==> src/rtl/bgs_pkg.sv <==
package bgs_pkg;

   localparam int unsigned LEGS = 3;

   typedef enum logic [1:0] {
      LEG_OFF = 2'd0,
      LEG_HI  = 2'd1,
      LEG_LO  = 2'd2
   } leg_mode_e;

endpackage

==> src/rtl/bgs_step_decode.sv <==
module bgs_step_decode
   import bgs_pkg::*;
(
   input  logic [LEGS-1:0] hall_i,
   input  logic            rev_i,
   output logic [LEGS-1:0] hi_sel_o,
   output logic [LEGS-1:0] lo_sel_o,
   output logic            valid_o
);

   logic [LEGS-1:0] code;

   // Reverse rotation reuses the forward table on the complemented code.
   assign code = rev_i ? ~hall_i : hall_i;

   always_comb begin
      hi_sel_o = '0;
      lo_sel_o = '0;
      unique case (code)
         3'b101: begin hi_sel_o = 3'b010; lo_sel_o = 3'b001; end
         3'b100: begin hi_sel_o = 3'b100; lo_sel_o = 3'b001; end
         3'b110: begin hi_sel_o = 3'b100; lo_sel_o = 3'b010; end
         3'b010: begin hi_sel_o = 3'b001; lo_sel_o = 3'b010; end
         3'b011: begin hi_sel_o = 3'b001; lo_sel_o = 3'b100; end
         3'b001: begin hi_sel_o = 3'b010; lo_sel_o = 3'b100; end
         default: begin hi_sel_o = '0; lo_sel_o = '0; end
      endcase
   end

   assign valid_o = |hi_sel_o;

   // the two legs of a step are always distinct
   always_comb begin
      p_pair_disjoint_r1: assert ((hi_sel_o & lo_sel_o) == '0);
   end

endmodule

==> src/rtl/bgs_trip_gate.sv <==
module bgs_trip_gate #(
   parameter bit LATCHED = 1'b1
) (
   input  logic clk,
   input  logic rst_n,
   input  logic pwm_on_i,
   input  logic trip_i,
   input  logic brake_i,
   output logic lo_allow_o
);

   generate
      if (LATCHED) begin : g_latched
         logic pwm_q;
         logic trip_q;
         logic pwm_rise;

         assign pwm_rise = pwm_on_i & ~pwm_q;

         always_ff @(posedge clk or negedge rst_n) begin
            if (!rst_n) begin
               pwm_q  <= 1'b0;
               trip_q <= 1'b0;
            end else begin
               pwm_q <= pwm_on_i;
               if (brake_i)
                  trip_q <= 1'b0;
               else if (trip_i)
                  trip_q <= 1'b1;
               else if (pwm_rise)
                  trip_q <= 1'b0;
            end
         end

         // A new period starts clean even if the last one was tripped.
         assign lo_allow_o = pwm_on_i & ~trip_i & (~trip_q | pwm_rise);

         // after a trip, low side stays blocked unless a new period begins
         p_trip_hold_r8: assert property (@(posedge clk) disable iff (!rst_n)
            (trip_i && !brake_i) |=> (!lo_allow_o || (pwm_on_i && !$past(pwm_on_i))));
      end else begin : g_pulse
         assign lo_allow_o = pwm_on_i & ~trip_i;
      end
   endgenerate

endmodule

==> src/rtl/bgs_leg.sv <==
module bgs_leg
   import bgs_pkg::*;
#(
   parameter int unsigned DEAD_CYC = 500
) (
   input  logic      clk,
   input  logic      rst_n,
   input  leg_mode_e target_i,
   output logic      hi_o,
   output logic      lo_o
);

   localparam int unsigned CW = (DEAD_CYC < 2) ? 1 : $clog2(DEAD_CYC + 1);
   localparam logic [CW-1:0] CNT_LAST = CW'(DEAD_CYC - 1);
   localparam logic [CW-1:0] CNT_FULL = CW'(DEAD_CYC);

   generate
      if (DEAD_CYC < 1) begin : g_bad_dead
         $error("bgs_leg: DEAD_CYC must be at least 1");
      end
   endgenerate

   leg_mode_e     mode_q;
   logic [CW-1:0] cnt_q;

   // Turning off is immediate; turning on waits until the leg has been
   // idle for DEAD_CYC cycles (counter parks at CNT_LAST once expired).
   always_ff @(posedge clk or negedge rst_n) begin
      if (!rst_n) begin
         mode_q <= LEG_OFF;
         cnt_q  <= CNT_LAST;
      end else if (target_i == mode_q) begin
         if (mode_q == LEG_OFF && cnt_q != CNT_LAST)
            cnt_q <= cnt_q + 1'b1;
      end else if (mode_q != LEG_OFF) begin
         mode_q <= LEG_OFF;
         cnt_q  <= '0;
      end else if (cnt_q == CNT_LAST) begin
         mode_q <= target_i;
      end else begin
         cnt_q <= cnt_q + 1'b1;
      end
   end

   assign hi_o = (mode_q == LEG_HI);
   assign lo_o = (mode_q == LEG_LO);

   // Observation registers for the dead-interval checks below.
   logic [CW-1:0] off_run_q;
   logic          was_hi_q;
   logic          was_lo_q;

   always_ff @(posedge clk or negedge rst_n) begin
      if (!rst_n) begin
         off_run_q <= '0;
         was_hi_q  <= 1'b0;
         was_lo_q  <= 1'b0;
      end else begin
         if (hi_o || lo_o)
            off_run_q <= '0;
         else if (off_run_q != CNT_FULL)
            off_run_q <= off_run_q + 1'b1;
         if (hi_o) begin
            was_hi_q <= 1'b1;
            was_lo_q <= 1'b0;
         end else if (lo_o) begin
            was_hi_q <= 1'b0;
            was_lo_q <= 1'b1;
         end
      end
   end

   // side change on a leg is preceded by at least DEAD_CYC idle cycles
   p_dead_lo_to_hi_r5: assert property (@(posedge clk) disable iff (!rst_n)
      ($rose(hi_o) && was_lo_q) |-> (off_run_q >= CNT_FULL));
   p_dead_hi_to_lo_r5: assert property (@(posedge clk) disable iff (!rst_n)
      ($rose(lo_o) && was_hi_q) |-> (off_run_q >= CNT_FULL));
   p_no_direct_swap_r5: assert property (@(posedge clk) disable iff (!rst_n)
      $rose(hi_o) |-> $past(!lo_o));

endmodule

==> src/rtl/bldc_gate_sequencer.sv <==
module bldc_gate_sequencer
   import bgs_pkg::*;
#(
   parameter int unsigned DEAD_CYC   = 500,
   parameter bit          TRIP_LATCH = 1'b1,
   parameter bit          SYNC_RECT  = 1'b1
) (
   input  logic       clk,
   input  logic       rst_n,
   input  logic [2:0] hall_i,
   input  logic       reverse_i,
   input  logic       halt_i,
   input  logic       brake_i,
   input  logic       pwm_on_i,
   input  logic       ilim_trip_i,
   input  logic       lowside_off_i,
   input  logic       all_off_i,
   output logic [2:0] gate_hi_o,
   output logic [2:0] gate_lo_o
);

   generate
      if (LEGS != 3) begin : g_bad_legs
         $error("bldc_gate_sequencer: three legs expected");
      end
   endgenerate

   logic [LEGS-1:0] hi_sel;
   logic [LEGS-1:0] lo_sel;
   logic            step_valid;
   logic            lo_allow;
   leg_mode_e       freewheel;
   leg_mode_e       target [LEGS];

   bgs_step_decode u_decode (
      .hall_i   (hall_i),
      .rev_i    (reverse_i),
      .hi_sel_o (hi_sel),
      .lo_sel_o (lo_sel),
      .valid_o  (step_valid)
   );

   bgs_trip_gate #(
      .LATCHED (TRIP_LATCH)
   ) u_trip (
      .clk        (clk),
      .rst_n      (rst_n),
      .pwm_on_i   (pwm_on_i),
      .trip_i     (ilim_trip_i),
      .brake_i    (brake_i),
      .lo_allow_o (lo_allow)
   );

   // What the chopped leg does while its low side is off.
   generate
      if (SYNC_RECT) begin : g_sync_rect
         assign freewheel = LEG_HI;
      end else begin : g_diode
         assign freewheel = LEG_OFF;
      end
   endgenerate

   generate
      for (genvar g = 0; g < LEGS; g++) begin : g_leg
         always_comb begin
            if (all_off_i || halt_i)
               target[g] = LEG_OFF;
            else if (brake_i)
               target[g] = LEG_HI;
            else if (!step_valid)
               target[g] = LEG_OFF;
            else if (hi_sel[g])
               target[g] = LEG_HI;
            else if (lo_sel[g] && !lowside_off_i)
               target[g] = lo_allow ? LEG_LO : freewheel;
            else
               target[g] = LEG_OFF;
         end

         bgs_leg #(
            .DEAD_CYC (DEAD_CYC)
         ) u_leg (
            .clk      (clk),
            .rst_n    (rst_n),
            .target_i (target[g]),
            .hi_o     (gate_hi_o[g]),
            .lo_o     (gate_lo_o[g])
         );
      end
   endgenerate

   // halt clears every gate one cycle later
   p_halt_all_off_r6: assert property (@(posedge clk) disable iff (!rst_n)
      halt_i |=> (gate_hi_o == 3'b000 && gate_lo_o == 3'b000));
   // global off request clears every gate one cycle later
   p_fault_all_off_r10: assert property (@(posedge clk) disable iff (!rst_n)
      all_off_i |=> (gate_hi_o == 3'b000 && gate_lo_o == 3'b000));
   // protection cut removes low side one cycle later
   p_lowside_cut_r9: assert property (@(posedge clk) disable iff (!rst_n)
      lowside_off_i |=> (gate_lo_o == 3'b000));
   // trip ends the low-side pulse one cycle later
   p_trip_cut_r8: assert property (@(posedge clk) disable iff (!rst_n)
      ilim_trip_i |=> (gate_lo_o == 3'b000));
   // braking never drives a low-side switch
   p_brake_no_low_r7: assert property (@(posedge clk) disable iff (!rst_n)
      brake_i |=> (gate_lo_o == 3'b000));
   // invalid sensor codes give no drive
   p_invalid_code_r3: assert property (@(posedge clk) disable iff (!rst_n)
      ((hall_i == 3'b000 || hall_i == 3'b111) && !brake_i) |=>
      (gate_hi_o == 3'b000 && gate_lo_o == 3'b000));
   // low side only follows a PWM on-phase, and only one leg at a time
   p_low_needs_pwm_r4: assert property (@(posedge clk) disable iff (!rst_n)
      (gate_lo_o != 3'b000) |-> $past(pwm_on_i));
   p_single_low_r1: assert property (@(posedge clk) disable iff (!rst_n)
      $onehot0(gate_lo_o));

endmodule

==> config.mk <==
export PLATFORM = sky130hd
export DESIGN_NAME = bldc_gate_sequencer
export DESIGN_NICKNAME = d
export VERILOG_FILES = /design/src/rtl/bgs_pkg.sv /design/src/rtl/bgs_step_decode.sv /design/src/rtl/bgs_trip_gate.sv /design/src/rtl/bgs_leg.sv /design/src/rtl/bldc_gate_sequencer.sv
export SDC_FILE = /design/constraint.sdc
export NUM_CORES = 1
export LEC_CHECK = 0
export BUFFER_PORTS_ARGS = -buffer_cell sky130_fd_sc_hd__buf_2
export CELL_PAD_IN_SITES_DETAIL_PLACEMENT = 1
export CELL_PAD_IN_SITES_GLOBAL_PLACEMENT = 2
export CORE_MARGIN = 2
export CORE_UTILIZATION = 37
export DETAILED_ROUTE_END_ITERATION = 8
export HOLD_SLACK_MARGIN = 0.1
export PLACE_DENSITY = 0.86
export SLEW_MARGIN = 25
export SYNTH_ARGS = -nofsm -noshare
export SYNTH_HDL_FRONTEND = slang
export SYNTH_SLANG_ARGS = --single-unit
==> constraint.sdc <==
create_clock -name clk -period 2.72 [get_ports clk]
set_input_delay 0.272 -clock clk [delete_from_list [all_inputs] [get_ports clk]]
set_output_delay 0.272 -clock clk [all_outputs]
set_load 0.02 [all_outputs]
==> results, run 1 <==
- Clock-pin slew was measured on the worst setup and hold paths at ~0.07 ns.
- After routing, the total negative slack on setup checks comes to 0 ns.
- The number of nets in the layout is around 280.
- The count of buffers added on input and output ports is 17.
- The die is a little over 80 µm wide.
- The tightest min-delay check is of the in2async type.
- For this run, the top clock speed supported by timing is approximately 440 MHz.
- In this run the remaining antenna-violating nets after routing total 0.
- The internal power is 1.10 mW.
- After legalization and detailed placement, the total HPWL measured between 3000 and 4000 µm.
- The number of enable-type register cells in the synthesized netlist is 0.
- The clock root buffer master is sky130_fd_sc_hd__clkbuf_8.
- The placed instance area is between 2000 and 2500 µm².
- Along the worst path, the maximum fanout reaches 9.
- The post-route cell area is around 2400 µm².
- Each instance of the synthesized netlist takes up on average 8.83 µm².
- The final number of max-transition violations was 0.
- Across all hold checks on the routed design, the worst slack comes to 0.0698 ns.
- The max-cap check violation count is 0.
- The worst clock skew is roughly 0.0051 ns.
- The remaining max-slew budget at the tightest pin is between 40% and 50%.
- The routed length per placed instance is between 10 and 15 µm.
- For this block, the via count after detailed routing is between 1,500 and 2,000.
- The required time of the critical path is 2.88 ns.
- The number of hold violations in the final report is 0.
- Setup violations remaining at the end of the flow were counted as 0.
- The run finished with clean final reports.
- The largest net degree at the start of global routing is 36.
- The total overflow left after global routing is 0.
- The antenna diode instance count is 0.
- The synthesized instance count is approximately 260.
- Before antenna repair, the detailed router went through 4 iterations.
- The shortest clock period the worst path allows after layout is 2.29 ns.
- The standard cell core area is between 5000 and 6000 µm².
- Data on the critical path arrives at its endpoint at about 2.5 ns.
- The area growth from synthesis to layout is 8.12%.
- The part of the cycle the worst path needs is 84.2%.
- The post-cts sizing count is 0.
- The insertion delay of the later-clocked pin in the worst-skew pair is roughly 0.28 ns.
- For this block, the routed nets add up to 4920 µm of wire.
- The number of different library cells used by synthesis comes to 54.
- The initial cell density of the core is a little under two fifths.
- The number of antenna violations at the first check in global routing is 0.
- For this run, the total global-route usage over all layers was measured as between 15 and 20%.
- The total leakage power is about 0.99 nW.
- Combinational logic burns between 20% and 30% of the power.
- For this design, the CTS-stage hold fixing added 0 buffers.
- Net switching is between 30% and 40% of the power.
- The length in cells of the worst reg-to-reg path is 5.
- The post-CTS setup buffer count is 0.
- Power spread over the standard cell area amounts to around 680 nW/µm².
- The DRC violation count after routing is 0.
- The portion of total power attributed to sequential cells is 56.3%.
- In this run the power spent charging and discharging nets is 563 µW.
- At the pin with the least slew margin, the transition time is between 0.7 and 0.8 ns.
- The most common library cell in the layout ignoring fill and taps is sky130_fd_sc_hd__nor2_1.
- Setup repair after global routing left no endpoint under its margin.
- The clock drives 35 sinks.
- The worst setup path is launched from a flop.
- IR analysis of the VDD net gives a maximum drop of roughly 0.39 mV.
- The library cells used most frequently in the layout, excluding fill and tap cells, are sky130_fd_sc_hd__nor2_1 (33), sky130_fd_sc_hd__dfstp_2 (21), sky130_fd_sc_hd__nand2_1 (19), sky130_fd_sc_hd__buf_2 (17), sky130_fd_sc_hd__o21ai_0 (15).
- The async set-or-reset flop fraction in the synthesized netlist is 100%.
- Buffers inserted during clock tree synthesis total 5.
- The design draws approximately 1.7 mW.
- Measured along the y axis, the die boundary spans ~80 µm.
- The cell total after placement is approximately 340.
- STA classifies the critical path endpoint as a flop.
- The number of buffers on the longest clock path is 2.
- The DRC violation total after the first TritonRoute iteration is 42.
- The floorplan has 28 rows.
- The total number of yosys warnings is 0.
- The congestion estimate from routability-driven global placement came to about 0.75.
- Counting every net in the synthesized netlist gives 270.
- The setup path with the least slack is of type reg2reg.
- The clock network burns 22.1% of the power.
- The number of vias per cell is about 5.5.
- The share of cells above drive strength 1 is slightly above 20%.
- The portion of the post-synthesis area used by sequential elements is 40.1%.
- The clock tree from TritonCTS is done.
- Among all flip-flop cells after synthesis, the most frequent one is sky130_fd_sc_hd__dfstp_2.
- The floorplan step defined a die boundary enclosing around 6700 µm².
- The first-pass GRT wire length is around 8900 µm.
- The finished layout holds 343 standard cells, fillers aside.
- The number of ports placed on the die boundary is 18.
- The summed instance area of the synthesized netlist is 2250 µm².
- The number of levels in the clock H-tree is 2.
- The flip-flop and latch count after synthesis is 35.
- The number of global-route vias before repair came to 1,947.
synth_stat cells, types with 5 or more instances:
master / number / area share (%)
sky130_fd_sc_hd__nor2_1: 33 / 5.5
sky130_fd_sc_hd__dfstp_2: 21 / 25
sky130_fd_sc_hd__nand2_1: 19 / 3.2
sky130_fd_sc_hd__o21ai_0: 15 / 3.3
sky130_fd_sc_hd__dfrtp_1: 14 / 16
sky130_fd_sc_hd__nand4_1: 13 / 3.6
sky130_fd_sc_hd__nand3_1: 12 / 2.7
sky130_fd_sc_hd__inv_1: 11 / 1.8
sky130_fd_sc_hd__and3_1: 8 / 2.2
sky130_fd_sc_hd__nor3_1: 7 / 1.6
sky130_fd_sc_hd__a31oi_1: 6 / 1.7
sky130_fd_sc_hd__buf_4: 6 / 2.0
sky130_fd_sc_hd__xnor2_1: 6 / 2.3
sky130_fd_sc_hd__xor2_1: 6 / 2.3
sky130_fd_sc_hd__nand2b_1: 5 / 1.4
sky130_fd_sc_hd__nor2b_1: 5 / 1.4
path summary, 6_finish.rpt:
path	from	slack [ns]	end
hold / removal	rst_n	0.07	u_trip.g_latched.pwm_q
setup / recovery	u_trip.g_latched.pwm_q	0.43	g_leg[2].u_leg.cnt_q[3]
setup reg to reg	u_trip.g_latched.pwm_q	0.43	g_leg[2].u_leg.cnt_q[3]
max in group asynchronous	rst_n	2.14	g_leg[2].u_leg.mode_q[0]
min in group clk	pwm_on_i	0.17	u_trip.g_latched.pwm_q
hold reg to reg	g_leg[0].u_leg.cnt_q[0]	0.50	g_leg[0].u_leg.cnt_q[0]
power by group through the flow:
stage / clock network, mW / logic (mW) / registers, mW
floorplan: 0 / 0.288 / 0.895
global placement: 0 / 0.347 / 0.940
detailed placement: 0 / 0.362 / 0.946
CTS: 0.388 / 0.366 / 0.937
global route: 0.397 / 0.424 / 0.976
finish: 0.369 / 0.359 / 0.937
per-layer routing:
layer | global-route usage [%] | share of wire, % | vias up
met5 | 0 | 0 | -
met4 | 5.50 | 0.98 | 0
met1 | 23.7 | 52 | 912
met3 | 2.75 | 2.6 | 4
met2 | 26.9 | 45 | 18
li1 | - | - | 943
metrics by stage:
step / setup WS (ns) / util, %
after floorplan: 0.707 / -
after global placement: 0.444 / 40.0
after detailed placement: 0.394 / 40.0
after CTS: 0.410 / 41.3
after global routing: 0.220 / 41.3
final: 0.429 / 41.3
final cells by class:
type                    instances  area (µm²)
well taps                      75        93.8
repair buffers                 17        85.1
multi-input cells             197        1230
inverters                      11        41.3
fillers                       716        3450
flip-flops and latches         35         902
clock inverters                 1        5.00
clock buffers                   7        76.3
flip-flops by register name (all words and copies together), names as in the netlist:
register and count:
g_leg.u_leg.cnt_q 27, g_leg.u_leg.mode_q 6, u_trip.g_latched.pwm_q 1, u_trip.g_latched.trip_q 1
cells by family (layout without fill, tap and decap cells):
| logic type | Yosys count | after routing | share of synthesized area (%) |
|---|---|---|---|
| and+or+nand+nor | 130 | 130 | 31.5 |
| AOI/OAI and AO/OA | 50 | 50 | 15.9 |
| DFF | 35 | 35 | 40.1 |
| buffers and inverters | 23 | 36 | 5.28 |
| xor gates and xnor gates | 12 | 12 | 4.67 |
| adders and majority gates | 3 | 3 | 1.67 |
| muxes | 2 | 2 | 0.889 |
critical path: stages, from the launching register on:
cell,delay (ns)
sky130_fd_sc_hd__dfrtp_1,0.37
sky130_fd_sc_hd__and2_1,0.19
sky130_fd_sc_hd__or4_1,0.60
sky130_fd_sc_hd__nor3_1,0.38
sky130_fd_sc_hd__a221o_1,0.52
sky130_fd_sc_hd__o21ai_2,0.11
(Power assumes the default switching activity.)
==> run 2, diff against run 1 <==
==> constraint.sdc (replaced) <==
create_clock -name clk -period 2.2 [get_ports clk]
set_input_delay 0.22 -clock clk [delete_from_list [all_inputs] [get_ports clk]]
set_output_delay 0.22 -clock clk [all_outputs]
set_load 0.02 [all_outputs]
==> run 2 against run 1 <==
  * Total power rose by 33%
  * Hold slack improved by 0.13 ns
  * Die area did not move
  * Routed wire length rose by 6.7%
  * Cell area rose by 5.9%
  * Non-clock buffer count rose by 13
  * Sequential share of layout area fell by 2.1 points
  * Global-route usage rose by 0.95 points
  * First-iteration DRC count rose by 24%
  * Critical path type unchanged
  * Highest routed layer unchanged
==> results, run 2 (synthesis gave the netlist of run 1 again) <==
- The run finished with clean final reports.
- On the final layout, the worst clock skew is 0.0121 ns.
- The endpoint of the lowest-slack register-to-register path is g_leg[2].u_leg.cnt_q[1].
- The antenna diode instance count is 0.
- The internal power is roughly 1.5 mW.
- The later pin in the worst-skew pair is clocked with a latency of about 0.29 ns.
- The number of hold violations in the final report is 0.
- The number of buffers on the longest clock path is 2.
- Dividing total power by cell area gives a power density of 860 nW/µm².
- In this run the tool buffered the top-level ports with 17 buffer cells.
- The worst-case IR drop observed on VDD is approximately 0.28 mV.
- STA classifies the critical path endpoint as a flop.
- The clock-pin slew reported for the worst setup and hold paths after clock tree synthesis is ~0.07 ns.
- After detailed routing, the number of remaining DRC violations is 0.
- The largest fanout on the critical path is 9.
- The combinational cell fraction of total power is a little over 20%.
- The floorplan has 28 rows.
- The clock root buffer master is sky130_fd_sc_hd__clkbuf_8.
- The total wire length after detailed routing is 5240 µm.
- Setup repair after global routing left no endpoint under its margin.
- The largest registers in the layout are g_leg.u_leg.cnt_q: 27 flops, g_leg.u_leg.mode_q: 6 flops.
- The sort of element at the start of the critical path is a flop.
- Counting flops per register, the top entry is g_leg.u_leg.cnt_q.
- Summing internal, switching and leakage power gives 2.22 mW.
- Entering global routing, the biggest net connects 36 pins.
- The register with the most flip-flops in the layout has 27 of them.
- The number of filler instances in the final layout is 713.
- The type of the worst setup path is reg2reg.
- Leaving out fill and tap cells, the most frequent cell in the layout is sky130_fd_sc_hd__nor2_1.
- For the worst setup path, the data arrival time is about 2.3 ns.
- The pre-antenna-repair detailed-routing pass consisted of 4 iterations.
- The share of total power consumed by net switching is 33.0%.
- Summing all multi-input logic gate instances after layout gives between 1000 and 1500 µm².
- The clock drives 35 sinks.
- The number of global-route vias before repair is between 1,500 and 2,000.
- The number of vias per cell is between 5 and 6.
- The standard cell core area is 5890 µm².
- The remaining max-slew budget at the tightest pin is 45.9%.
- The shortest clock period the worst path allows after layout is slightly above 2 ns.
- The most critical setup path has its startpoint at u_trip.g_latched.trip_q.
- The number of CTS-inserted buffers is 5.
- The worst register-to-register path begins at u_trip.g_latched.trip_q.
- The last element of the critical path is g_leg[2].u_leg.cnt_q[1].
- The total congestion overflow is 0.
- The register-to-register setup slack is between 0.1 and 0.15 ns.
- Measured along the y axis, the die boundary spans 82.0 µm.
- The total negative slack for setup checks is 0 ns.
- The H-tree was split into 2 levels.
- The number of antenna violations at the first check in global routing is 0.
- The total leakage power is around 1.1 nW.
- The final number of max-transition violations is 0.
- The required time of the critical path is between 2 and 2.5 ns.
- The length in cells of the worst reg-to-reg path is 5.
- The number of nets in the layout is 295.
- The post-CTS setup buffer count is 0.
- For the pin with the worst max-slew slack, the measured transition is between 0.8 and 0.9 ns.
- Setup violations remaining at the end of the flow were counted as 0.
- The sum of net half-perimeters after detailed placement is around 4000 µm.
- Summing all flip-flop and latch instances after layout gives 902 µm².
- The top cell types in the final layout, fill and taps aside, are sky130_fd_sc_hd__nor2_1 (33), sky130_fd_sc_hd__dfstp_2 (21), sky130_fd_sc_hd__nand2_1 (19), sky130_fd_sc_hd__buf_2 (17), sky130_fd_sc_hd__o21ai_0 (15).
- The clock tree from TritonCTS is done.
- The switching power is 732 µW.
- The area growth from synthesis to layout is 14.5%.
- The post-route netlist has 24.9% of its cells at a drive strength greater than 1.
- For this block, the initial DRC count from the detailed router was 52.
- Of the available clock period, the critical path in the final layout requires approximately 93%.
- For this run, the total global-route usage over all layers was measured as about 18%.
- Across the run, the number of max-cap violations was 0.
- The initial cell density of the core is 38.2%.
- The routed length per placed instance is around 15 µm.
- The number of vias in the routed layout is approximately 1,900.
- The portion of total power attributed to sequential cells is 52.5%.
- Pin placement for this block handled 18 I/O pins.
- The die is approximately 82 µm wide.
- In this run the worst hold path is classified as in2reg.
- The power share of the clock group is approximately 27%.
- The first global-routing pass estimated between 9000 and 10,000 µm of wire.
- The achievable frequency is slightly below 500 MHz.
- The final weighted congestion in routability-driven placement is just under 0.8.
- The floorplan step defined a die boundary enclosing about 6700 µm².
- The number of nets with antenna violations after detailed routing is 0.
[run 2: cell types whose count changed in the layout (fill, tap and decap cells not counted), sizes merged]
| cell | before | now |
|---|---|---|
| clkinv | 1 | 2 |
| dlygate4sd3 | 0 | 2 |
| clkbuf | 7 | 5 |
| buf | 17 | 28 |
| bufinv | 0 | 1 |
[run 2: metal layers]
metal  wire length [µm]  vias to the layer above  GRT usage [%]
met4                 68                        0           6.50
met1               2510                      929           22.9
li1                   -                      969              -
met2               2550                       20           29.8
met3                123                        5           3.96
met5                  0                        -              0
[run 2: timing repair]
item,CTS,global route
hold endpoints to repair,15,0
pin swaps,0,0
setup endpoints to repair,1,9
resized for setup,1,2
hold buffers,2,0
[run 2: how the worst min path moves through the flow]
stage                                    endpoint  slack [ns]         from  cells after the start
after floorplan           g_leg[0].u_leg.cnt_q[2]       -0.08        rst_n                      0
after global placement     u_trip.g_latched.pwm_q        0.34        rst_n                      1
after detailed placement  u_trip.g_latched.trip_q        0.36        rst_n                      1
after CTS                 u_trip.g_latched.trip_q        0.16  ilim_trip_i                      3
after global routing      u_trip.g_latched.trip_q        0.21  ilim_trip_i                      3
final                     u_trip.g_latched.trip_q        0.20  ilim_trip_i                      3
[run 2: power groups by stage]
| stage | logic (mW) | clock network (mW) | registers (mW) |
|---|---|---|---|
| global placement | 0.424 | 0 | 1.16 |
| detailed placement | 0.456 | 0 | 1.17 |
| finish | 0.452 | 0.601 | 1.16 |
| floorplan | 0.356 | 0 | 1.11 |
| global route | 0.537 | 0.642 | 1.21 |
| CTS | 0.460 | 0.619 | 1.16 |
[run 2: worst max-delay path, stage by stage (launching register included)]
cell and delay, ns:
sky130_fd_sc_hd__dfrtp_1 0.39, sky130_fd_sc_hd__and2_1 0.16, sky130_fd_sc_hd__or4_4 0.53, sky130_fd_sc_hd__o31a_1 0.30
sky130_fd_sc_hd__a221o_2 0.42, sky130_fd_sc_hd__o31ai_4 0.19
[run 2: through the flow]
stage	std cells	worst slack (ns)	util, %	hold WS (ns)	cell area, µm²
after floorplan	255	0.187	-	-0.0756	2250
after global placement	346	0.0443	41.4	0.343	2430
after detailed placement	346	0.00688	41.4	0.363	2430
after CTS	356	0.0558	43.6	0.164	2570
after global routing	356	0.0488	43.8	0.208	2580
final	356	0.143	43.8	0.198	2580
[run 2: layout make-up]
type	count	area share, %
inverters	11	1.60
clock inverters	3	1.70
multi-input cells	197	48.1
well taps	75	3.64
flip-flops and latches	35	35.0
repair buffers	30	7.28
clock buffers	5	2.67
